==> config.mk <==
export PLATFORM = sky130hd
export DESIGN_NAME = rom_burst_seq
export DESIGN_NICKNAME = d
export VERILOG_FILES = /design/src/rtl/rom_seq_pkg.sv /design/src/rtl/rom_seq_timer.sv /design/src/rtl/rom_seq_packer.sv /design/src/rtl/rom_burst_seq.sv
export SDC_FILE = /design/constraint.sdc
export NUM_CORES = 1
export LEC_CHECK = 0
export ABC_CLOCK_PERIOD_IN_PS = 2400
export BUFFER_PORTS_ARGS = -buffer_cell sky130_fd_sc_hd__buf_4
export CORE_UTILIZATION = 30
export DETAILED_ROUTE_END_ITERATION = 12
export GPL_TIMING_DRIVEN = 0
export PLACE_DENSITY = 0.56
export SYNTH_ARGS = -nofsm -noshare
export SYNTH_HDL_FRONTEND = slang
export SYNTH_SLANG_ARGS = --single-unit
==> constraint.sdc <==
create_clock -name clk -period 2.4 [get_ports clk]
set_clock_uncertainty 0.15 [all_clocks]
set_input_delay 0.12 -clock clk [delete_from_list [all_inputs] [get_ports clk]]
set_output_delay 0.12 -clock clk [all_outputs]
set_load 0.05 [all_outputs]
==> src/rtl/rom_seq_pkg.sv <==
package rom_seq_pkg;
    typedef enum logic [2:0] {
        S_IDLE     = 3'd0,
        S_BYTE     = 3'd1,
        S_BEAT_OVH = 3'd2,
        S_TAIL     = 3'd3,
        S_TURN     = 3'd4,
        S_DONE     = 3'd5
    } seq_state_t;
endpackage

==> src/rtl/rom_seq_timer.sv <==
module rom_seq_timer #(
    parameter int CNT_W = 5
) (
    input  logic             clk,
    input  logic             rst_n,
    input  logic             load,
    input  logic [CNT_W-1:0] load_val,
    output logic             zero
);
    logic [CNT_W-1:0] cnt;

    always_ff @(posedge clk) begin
        if (!rst_n)
            cnt <= '0;
        else if (load)
            cnt <= load_val;
        else if (cnt != '0)
            cnt <= cnt - 1'b1;
    end

    assign zero = (cnt == '0);
endmodule

==> src/rtl/rom_seq_packer.sv <==
module rom_seq_packer #(
    parameter int BYTES = 8
) (
    input  logic               clk,
    input  logic               rst_n,
    input  logic               shift_en,
    input  logic [7:0]         din,
    output logic [BYTES*8-1:0] dout
);
    always_ff @(posedge clk) begin
        if (!rst_n)
            dout <= '0;
        else if (shift_en)
            dout <= {dout[BYTES*8-9:0], din};
    end
endmodule

==> src/rtl/rom_burst_seq.sv <==
module rom_burst_seq
    import rom_seq_pkg::*;
#(
    parameter int ADDR_W   = 32,
    parameter int LAT_W    = 4,
    parameter int TMR_W    = 3,
    parameter int BEATS    = 4,
    parameter int BEAT_OVH = 3,
    parameter int TAIL_OVH = 5
) (
    input  logic              clk,
    input  logic              rst_n,
    input  logic              start,
    input  logic [ADDR_W-1:0] req_addr,
    input  logic [LAT_W-1:0]  cfg_lat,
    input  logic [TMR_W-1:0]  cfg_wait,
    output logic [ADDR_W-1:0] rom_addr,
    output logic              rom_oe,
    input  logic [7:0]        rom_data,
    output logic [63:0]       beat_data,
    output logic              beat_valid,
    output logic              busy,
    output logic              done
);
    localparam int BYTES   = 8;
    localparam int BYTE_W  = $clog2(BYTES);
    localparam int BEAT_W  = (BEATS > 1) ? $clog2(BEATS) : 1;
    localparam int ALIGN_W = $clog2(BYTES * BEATS);
    localparam int MAXW    = (LAT_W > TMR_W) ? LAT_W : TMR_W;
    localparam int CNT_W   = ((MAXW > 3) ? MAXW : 3) + 1;

    seq_state_t        state_q, state_d;
    logic [BYTE_W-1:0] byte_q, byte_d;
    logic [BEAT_W-1:0] beat_q, beat_d;
    logic [ADDR_W-1:0] base_q, base_d;
    logic [LAT_W-1:0]  lat_q, lat_d;
    logic [TMR_W-1:0]  wait_q, wait_d;
    logic              tmr_load;
    logic [CNT_W-1:0]  tmr_val;
    logic              tmr_zero;
    logic              pack_en;
    logic [CNT_W-1:0]  byte_len_m1;

    assign byte_len_m1 = CNT_W'(lat_q) + CNT_W'(1);

    rom_seq_timer #(.CNT_W(CNT_W)) u_timer (
        .clk      (clk),
        .rst_n    (rst_n),
        .load     (tmr_load),
        .load_val (tmr_val),
        .zero     (tmr_zero)
    );

    rom_seq_packer #(.BYTES(BYTES)) u_packer (
        .clk      (clk),
        .rst_n    (rst_n),
        .shift_en (pack_en),
        .din      (rom_data),
        .dout     (beat_data)
    );

    always_comb begin
        state_d  = state_q;
        byte_d   = byte_q;
        beat_d   = beat_q;
        base_d   = base_q;
        lat_d    = lat_q;
        wait_d   = wait_q;
        tmr_load = 1'b0;
        tmr_val  = '0;
        unique case (state_q)
            S_IDLE: begin
                if (start) begin
                    base_d   = {req_addr[ADDR_W-1:ALIGN_W], {ALIGN_W{1'b0}}};
                    lat_d    = cfg_lat;
                    wait_d   = (cfg_wait == '0) ? TMR_W'(1) : cfg_wait;
                    byte_d   = '0;
                    beat_d   = '0;
                    tmr_load = 1'b1;
                    tmr_val  = CNT_W'(cfg_lat) + CNT_W'(1);
                    state_d  = S_BYTE;
                end
            end
            S_BYTE: begin
                if (tmr_zero) begin
                    tmr_load = 1'b1;
                    if (byte_q == BYTE_W'(BYTES - 1)) begin
                        tmr_val = CNT_W'(BEAT_OVH - 1);
                        state_d = S_BEAT_OVH;
                    end else begin
                        byte_d  = byte_q + 1'b1;
                        tmr_val = byte_len_m1;
                    end
                end
            end
            S_BEAT_OVH: begin
                if (tmr_zero) begin
                    tmr_load = 1'b1;
                    if (beat_q == BEAT_W'(BEATS - 1)) begin
                        tmr_val = CNT_W'(TAIL_OVH - 1);
                        state_d = S_TAIL;
                    end else begin
                        beat_d  = beat_q + 1'b1;
                        byte_d  = '0;
                        tmr_val = byte_len_m1;
                        state_d = S_BYTE;
                    end
                end
            end
            S_TAIL: begin
                if (tmr_zero) begin
                    tmr_load = 1'b1;
                    tmr_val  = CNT_W'(wait_q);
                    state_d  = S_TURN;
                end
            end
            S_TURN: begin
                if (tmr_zero)
                    state_d = S_DONE;
            end
            S_DONE: state_d = S_IDLE;
            default: state_d = S_IDLE;
        endcase
    end

    always_ff @(posedge clk) begin
        if (!rst_n) begin
            state_q <= S_IDLE;
            byte_q  <= '0;
            beat_q  <= '0;
            base_q  <= '0;
            lat_q   <= '0;
            wait_q  <= TMR_W'(1);
        end else begin
            state_q <= state_d;
            byte_q  <= byte_d;
            beat_q  <= beat_d;
            base_q  <= base_d;
            lat_q   <= lat_d;
            wait_q  <= wait_d;
        end
    end

    always_comb begin
        rom_oe     = (state_q == S_BYTE);
        pack_en    = (state_q == S_BYTE) && tmr_zero;
        beat_valid = (state_q == S_BEAT_OVH) && tmr_zero && rst_n;
        busy       = (state_q != S_IDLE) && (state_q != S_DONE);
        done       = (state_q == S_DONE);
        rom_addr   = base_q + ADDR_W'({beat_q, byte_q});
    end

    AST_START_ACCEPT: assert property (@(posedge clk) disable iff (!rst_n)
        (!busy && !done && start) |=> busy);
    AST_OE_IN_BUSY: assert property (@(posedge clk) disable iff (!rst_n)
        rom_oe |-> busy);
    AST_ADDR_HOLD: assert property (@(posedge clk) disable iff (!rst_n)
        (rom_oe && !tmr_zero) |=> $stable(rom_addr));
    AST_VALID_PULSE: assert property (@(posedge clk) disable iff (!rst_n)
        beat_valid |=> !beat_valid);
    AST_TURN_NO_OE: assert property (@(posedge clk) disable iff (!rst_n)
        (state_q == S_TURN) |-> (!rom_oe && busy));
    AST_DONE_PULSE: assert property (@(posedge clk) disable iff (!rst_n)
        done |=> (!done && !busy));
    AST_START_IGNORED: assert property (@(posedge clk) disable iff (!rst_n)
        (busy && start) |=> $stable(base_q));
endmodule

* After elaboration in Yosys (flattened, before gate mapping)
Cells that the tools add are included.
** Cells by class
- Shift operators :: 0
- Reductions and logical operators :: 17
- Magnitude comparators :: 0
- Bitwise operators :: 0
- Multiplexer cells :: 31
- Add/sub/neg operators :: 6
- Div/mod/pow operators :: 0
- Equality and inequality tests :: 16
- $mul :: 0
** Operator list (count)
- 2-to-1 mux 3 bit :: 13
- 2-to-1 mux 5 bit :: 7
- adder 32 x 5 -> 32 bit :: 1
- one-hot mux 5 bit (4 select lines) :: 1
- one-hot mux 3 bit (5 select lines) :: 1
- inequality test 2 bit (second input constant) :: 6
- AND reduction 6 bit :: 2
- adder 4 x 1 -> 5 bit (second input constant) :: 2
- == test 3 bit (second input constant) :: 3
- one-hot mux 3 bit (3 select lines) :: 1
- 2-to-1 mux 2 bit :: 4
- == test 3 x 2 -> 1 bit (second input constant) :: 2
- zero test 3 bit :: 2
- nonzero test 3 bit :: 2
- zero test 5 bit :: 1
- nonzero test 5 bit :: 1
- subtractor 5 x 1 -> 5 bit (second input constant) :: 1
- logical AND 1 bit :: 4
- inequality test 2 x 1 -> 1 bit (second input constant) :: 2
- one-hot mux 2 bit (2 select lines) :: 1
- AND reduction 4 bit :: 1
- nonzero test 2 bit :: 2
- adder 3 x 1 -> 3 bit (second input constant) :: 1
- == test 3 x 1 -> 1 bit (second input constant) :: 1
- 7 further kinds :: 8
** Word-level totals
- Memories :: 0
- Bits in latches :: 0
- Logic and storage cells :: 78
- Bits in read-only memories :: 0
- Bits of input ports :: 50
- Memory bits (writable) :: 0
- Flip-flop bits (word level) :: 111

* Logic depth before layout (Yosys ltp)
- Depth in word-level cells :: 5
- Mapped depth :: 8
- Mapped depth without buffers :: 6

* Hierarchy
A second synthesis with hierarchy kept.
** Unflattened totals
- Cell total of the unflattened synthesis :: 483
- Area, all modules :: 4833.4 um^2
** By module, submodules not included
- rom_seq_packer :: area each 2451.1 um^2, instances 1, cells an instance 206
- rom_burst_seq :: area each 2082.0 um^2, instances 1, cells an instance 243
- rom_seq_timer :: area each 300.3 um^2, instances 1, cells an instance 34

* Worst setup path before layout
No wires, ideal clock.
- Path kind :: flip-flop to output port
- Start :: register u_timer.cnt[0]
- End :: output beat_valid
- Cell stages (with the launch flop) :: 6
- Setup slack :: -499 ps
- Arrival :: 2629 ps
- Required time :: 2130 ps
- Cell sequence :: dfxtp_1 inv_1 ha_1 or4b_1 buf_2 nor4_1
** Between the ends
- Longest elaborated chain between the ends :: 3
** Ends and longest elaborated chain
- start: declaration :: line rom_seq_timer.sv:10 : logic [CNT_W-1:0] cnt;
- start signal: assignment :: line rom_seq_timer.sv:16 : cnt <= load_val;
- start signal: assignment :: line rom_seq_timer.sv:18 : cnt <= cnt - 1'b1;
- zero test 5 bit :: line rom_seq_timer.sv:21 : assign zero = (cnt == '0);
- logical AND 1 bit (2 in a row) :: line rom_burst_seq.sv:147 : beat_valid = (state_q == S_BEAT_OVH) && tmr_zero && rst_n;
- end: declaration :: line rom_burst_seq.sv:21 : output logic beat_valid,
Every way passes these cells.

* Final worst setup path
- Start :: register u_timer.cnt[0]
- End :: register byte_q[2]
** Between the ends
- Longest elaborated chain between the ends :: 3
- Elaborated cells on any way between the ends :: 4
** Ends and longest elaborated chain
- zero test 5 bit * :: line rom_seq_timer.sv:21
- inequality test 2 bit (no source line) / inequality test 2 x 1 -> 1 bit (equally long branches)
- AND reduction 6 bit (no source line) *
- end signal: assignment :: line rom_burst_seq.sv:136 : byte_q <= byte_d;
- end: declaration :: line rom_burst_seq.sv:33 : logic [BYTE_W-1:0] byte_q, byte_d;
Every way passes the cells marked *; elsewhere a longest branch is shown, timed or not.
A chain may end at the register's enable or synchronous reset.

==> flow_metrics.py <==
metrics = {
    "cts": {
        "clk_path_buf_depth": 2,
        "clkLatencyLatePin_ns": 0.36,
        "htree_levels": 3,
        "cts_buffers": 9,
        "clock_sinks": 111,
        "cts_setup_buffers": 0,
        "cts_tree": "built",
        "cts-root-buf": "clkbuf_16",
        "clkTransAtPathRegs_ns": 0.07,
    },
    "synth": {
        "syn_area_per_cell_um2": 7.821,
        "yosysTopAreaCell": "dfxtp_1",
        "yosysSeqAreaShare_pct": 50.20,
        "synth_top_area_share_pct": 50.20,
        "synth_area_um2": 4427,
        "synth_most_common_cell": "nand2_1",
        "netlist_instances": 566,
        "synthTopCellsByArea": "dfxtp_1 (50%), nand2_1 (17%), a21oi_1 (12%)",
        "async_flop_share_pct": 0,
        "synth.distinct_cells": 46,
        "syn_nets": 623,
        "synth_edf_count": 0,
        "synth_common_cells": "nand2_1 (205), dfxtp_1 (111), a21oi_1 (105)",
        "ys_warn_count": 0,
        "synth_ff_type": "dfxtp_1",
        "yosys_register_bits": 111,
    },
    "floorplan": {
        "core_um2": 14480,
        "die_width_um": 123.5,
        "dieArea_um2": 15250,
        "fp.dieH_um": 123.5,
        "rows": 44,
        "ios": 150,
        "start_util_pct": 30.57,
    },
    "placement": {
        "dpl.hpwl_um": 9364,
        "dpl_cell_area_um2": 5744,
        "port_buffers": 144,
        "finalWeightedCongestion": 0.8208,
        "dp.cells": 894,
    },
    "worst_setup_path": {
        "worst-r2r-cell-count": 7,
        "critPathCaptureType": "flop",
        "arrival_ns": 2.44,
        "start_kind": "flop",
        "worstSetupPathType": "reg2reg",
        "r2r_setup_slack_ns": 0.09,
        "cp_max_fo": 9,
        "reg2reg_to": "byte_q[2]$_SDFFE_PN0P_",
        "worstPathRequired_ns": 2.53,
        "r2r_start": "u_timer.cnt[0]$_SDFFE_PN0P_",
    },
    "detailed_routing": {
        "wire_per_inst_um": 13.87,
        "drc": 0,
        "detail-route-antenna-nets": 0,
        "drt-pass1-iter-count": 4,
        "routed_via_density": 4.728,
        "drt-initial-drc-count": 182,
        "wirelength_um": 13200,
        "vias": 4501,
    },
    "final_layout": {
        "num_antenna_cells": 0,
        "fin_nets": 820,
        "drive_above_1_share_pct": 23.96,
        "area_growth_pct": 47.37,
        "final_area_um2": 6524,
        "final_cells": 952,
    },
    "timing": {
        "rsz0062_at_grt": "false",
        "finalHoldViolCount": 0,
        "fin_crit_ns": 2.308,
        "period_share_pct": 96.17,
        "tightest_slew_ns": 0.6706,
        "fmax_mhz": 433.3,
        "setup_viol": 0,
        "relSlewSlack_pct": 55.29,
        "drv_slew": 0,
    },
    "hold_path": {
        "hold_path.class": "in2reg",
        "worstHoldStart": "start",
        "worstHoldEndpoint": "u_timer.cnt[4]$_SDFFE_PN0P_",
        "holdPathStages": 3,
    },
    "global_routing": {
        "antenna_found_initial": 0,
        "globalRouteTotalUtil_pct": 17.53,
        "grt_max_degree": 20,
        "grt_pass1_wl_um": 20730,
        "grt_pass1_vias": 4105,
        "gr-total-overflow": 0,
    },
    "outcome": {
        "status": "complete, no violations",
    },
    "power_and_ir_drop": {
        "p_per_area_nw_per_um2": 762.8,
        "leakage_nw": 2.652,
        "ir_drop_v": 0.0003832,
    },
    "flow_run": {
        "cap_violations": 0,
    },
}
per-stage QoR:
stage	util (%)	total power [W]	worst slack (ns)	setup TNS, ns	hold slack (ns)
6_report	45.06	0.004976	0.09197	0	0.04922
5_1_grt	45.06	0.005234	0.009060	0	0.1205
4_1_cts	44.88	0.004995	0.01251	0	0.02534
3_5_place_dp	39.67	0.003329	-0.1044	-2.801	0.2288
3_3_place_gp	39.67	0.003315	-0.07921	-0.8657	0.2186
2_1_floorplan	-	0.002940	0.06147	0	0.1060
metal layers:
metal | share of wire (%) | vias to the layer above | track usage (%) | wire length [um]
met5 | 0 | - | 0 | 0
met4 | 1.9 | 0 | 7.304 | 250
met3 | 4.4 | 18 | 2.998 | 579
met1 | 46 | 2094 | 23.33 | 6041
met2 | 48 | 110 | 27.93 | 6330
li1 | - | 2279 | - | -
cells by family (layout without fill, tap and decap cells):
family                     Yosys count  after routing  synth area share (%)
xor gates and xnor gates             7              7                 1.385
AOI/OAI and AO/OA                  133            133                 16.82
buffers and inverters               47            249                 4.070
and+or+nand+nor                    256            256                 24.42
DFF                                111            111                 50.20
adders and majority gates            7              7                 1.978
muxes                                5              5                 1.131
worst max-delay path, cell delays in order (launching register included):
cell      delay (ns)
dfxtp_1         0.32
inv_2           0.09
ha_2            0.22
or4b_1          0.45
buf_4           0.20
a2111o_1        0.41
a21oi_4         0.22
mux2i_1         0.20
timing repair:
| item | CTS | global route |
|---|---|---|
| pin swaps | 0 | 2 |
| gates cloned | 0 | 0 |
| setup endpoints to repair | 61 | 89 |
| resized for setup | 2 | 23 |
| hold buffers | 43 | 0 |
| endpoints found under the hold margin | 43 | 0 |
registers in the layout, indices dropped and copies added, names as in the netlist:
| register | flops |
|---|---|
| u_packer.dout | 64 |
| base_q | 27 |
| u_timer.cnt | 5 |
| lat_q | 4 |
| byte_q | 3 |
| state_q | 3 |
| wait_q | 3 |
| beat_q | 2 |
layout make-up:
class                      instances  area [um2]
timing repair buffer             187        1511
tap                              184       230.2
fill                            1427        7955
clock inverter                     6       73.82
multi-input combinational        408        2053
inverter                           6       22.52
buffer                            40       171.4
sequential                       111        2222
clock buffer                      10       239.0
cell usage in the layout, fill, tap and decap left out, types with 5 or more instances in the layout:
master / instances
clkbuf_1: 25
ha_1: 6
o21ai_0: 9
nor2_1: 11
nand3_1: 8
mux2i_1: 5
nand2b_1: 5
dlygate4sd3_1: 43
clkbuf_2: 12
dfxtp_1: 111
clkbuf_16: 9
nand2_1: 205
xor2_1: 6
a21oi_1: 105
buf_4: 145
where the power goes:
part           leakage [nW]  switching (W)  internal (W)  total (W)
Combinational          1.60       0.000878      0.000491    0.00137
Clock                 0.153       0.000719      0.000856    0.00157
Sequential            0.901      0.0000889       0.00194    0.00203
Total                  2.65        0.00169       0.00329    0.00498
worst max path at each step:
stage / from / to / slack (ns)
2_1_floorplan: state_q[2]$_SDFFE_PN0P_ / u_packer.dout[26]$_SDFFE_PN0P_ / 0.06
3_3_place_gp: u_timer.cnt[0]$_SDFFE_PN0P_ / u_timer.cnt[0]$_SDFFE_PN0P_ / -0.08
3_5_place_dp: u_timer.cnt[0]$_SDFFE_PN0P_ / u_packer.dout[60]$_SDFFE_PN0P_ / -0.10
4_1_cts: u_timer.cnt[0]$_SDFFE_PN0P_ / byte_q[2]$_SDFFE_PN0P_ / 0.01
5_1_grt: u_timer.cnt[1]$_SDFFE_PN0P_ / byte_q[1]$_SDFFE_PN0P_ / 0.009
6_report: u_timer.cnt[0]$_SDFFE_PN0P_ / byte_q[2]$_SDFFE_PN0P_ / 0.09
Power figures use the tool's default switching activity.
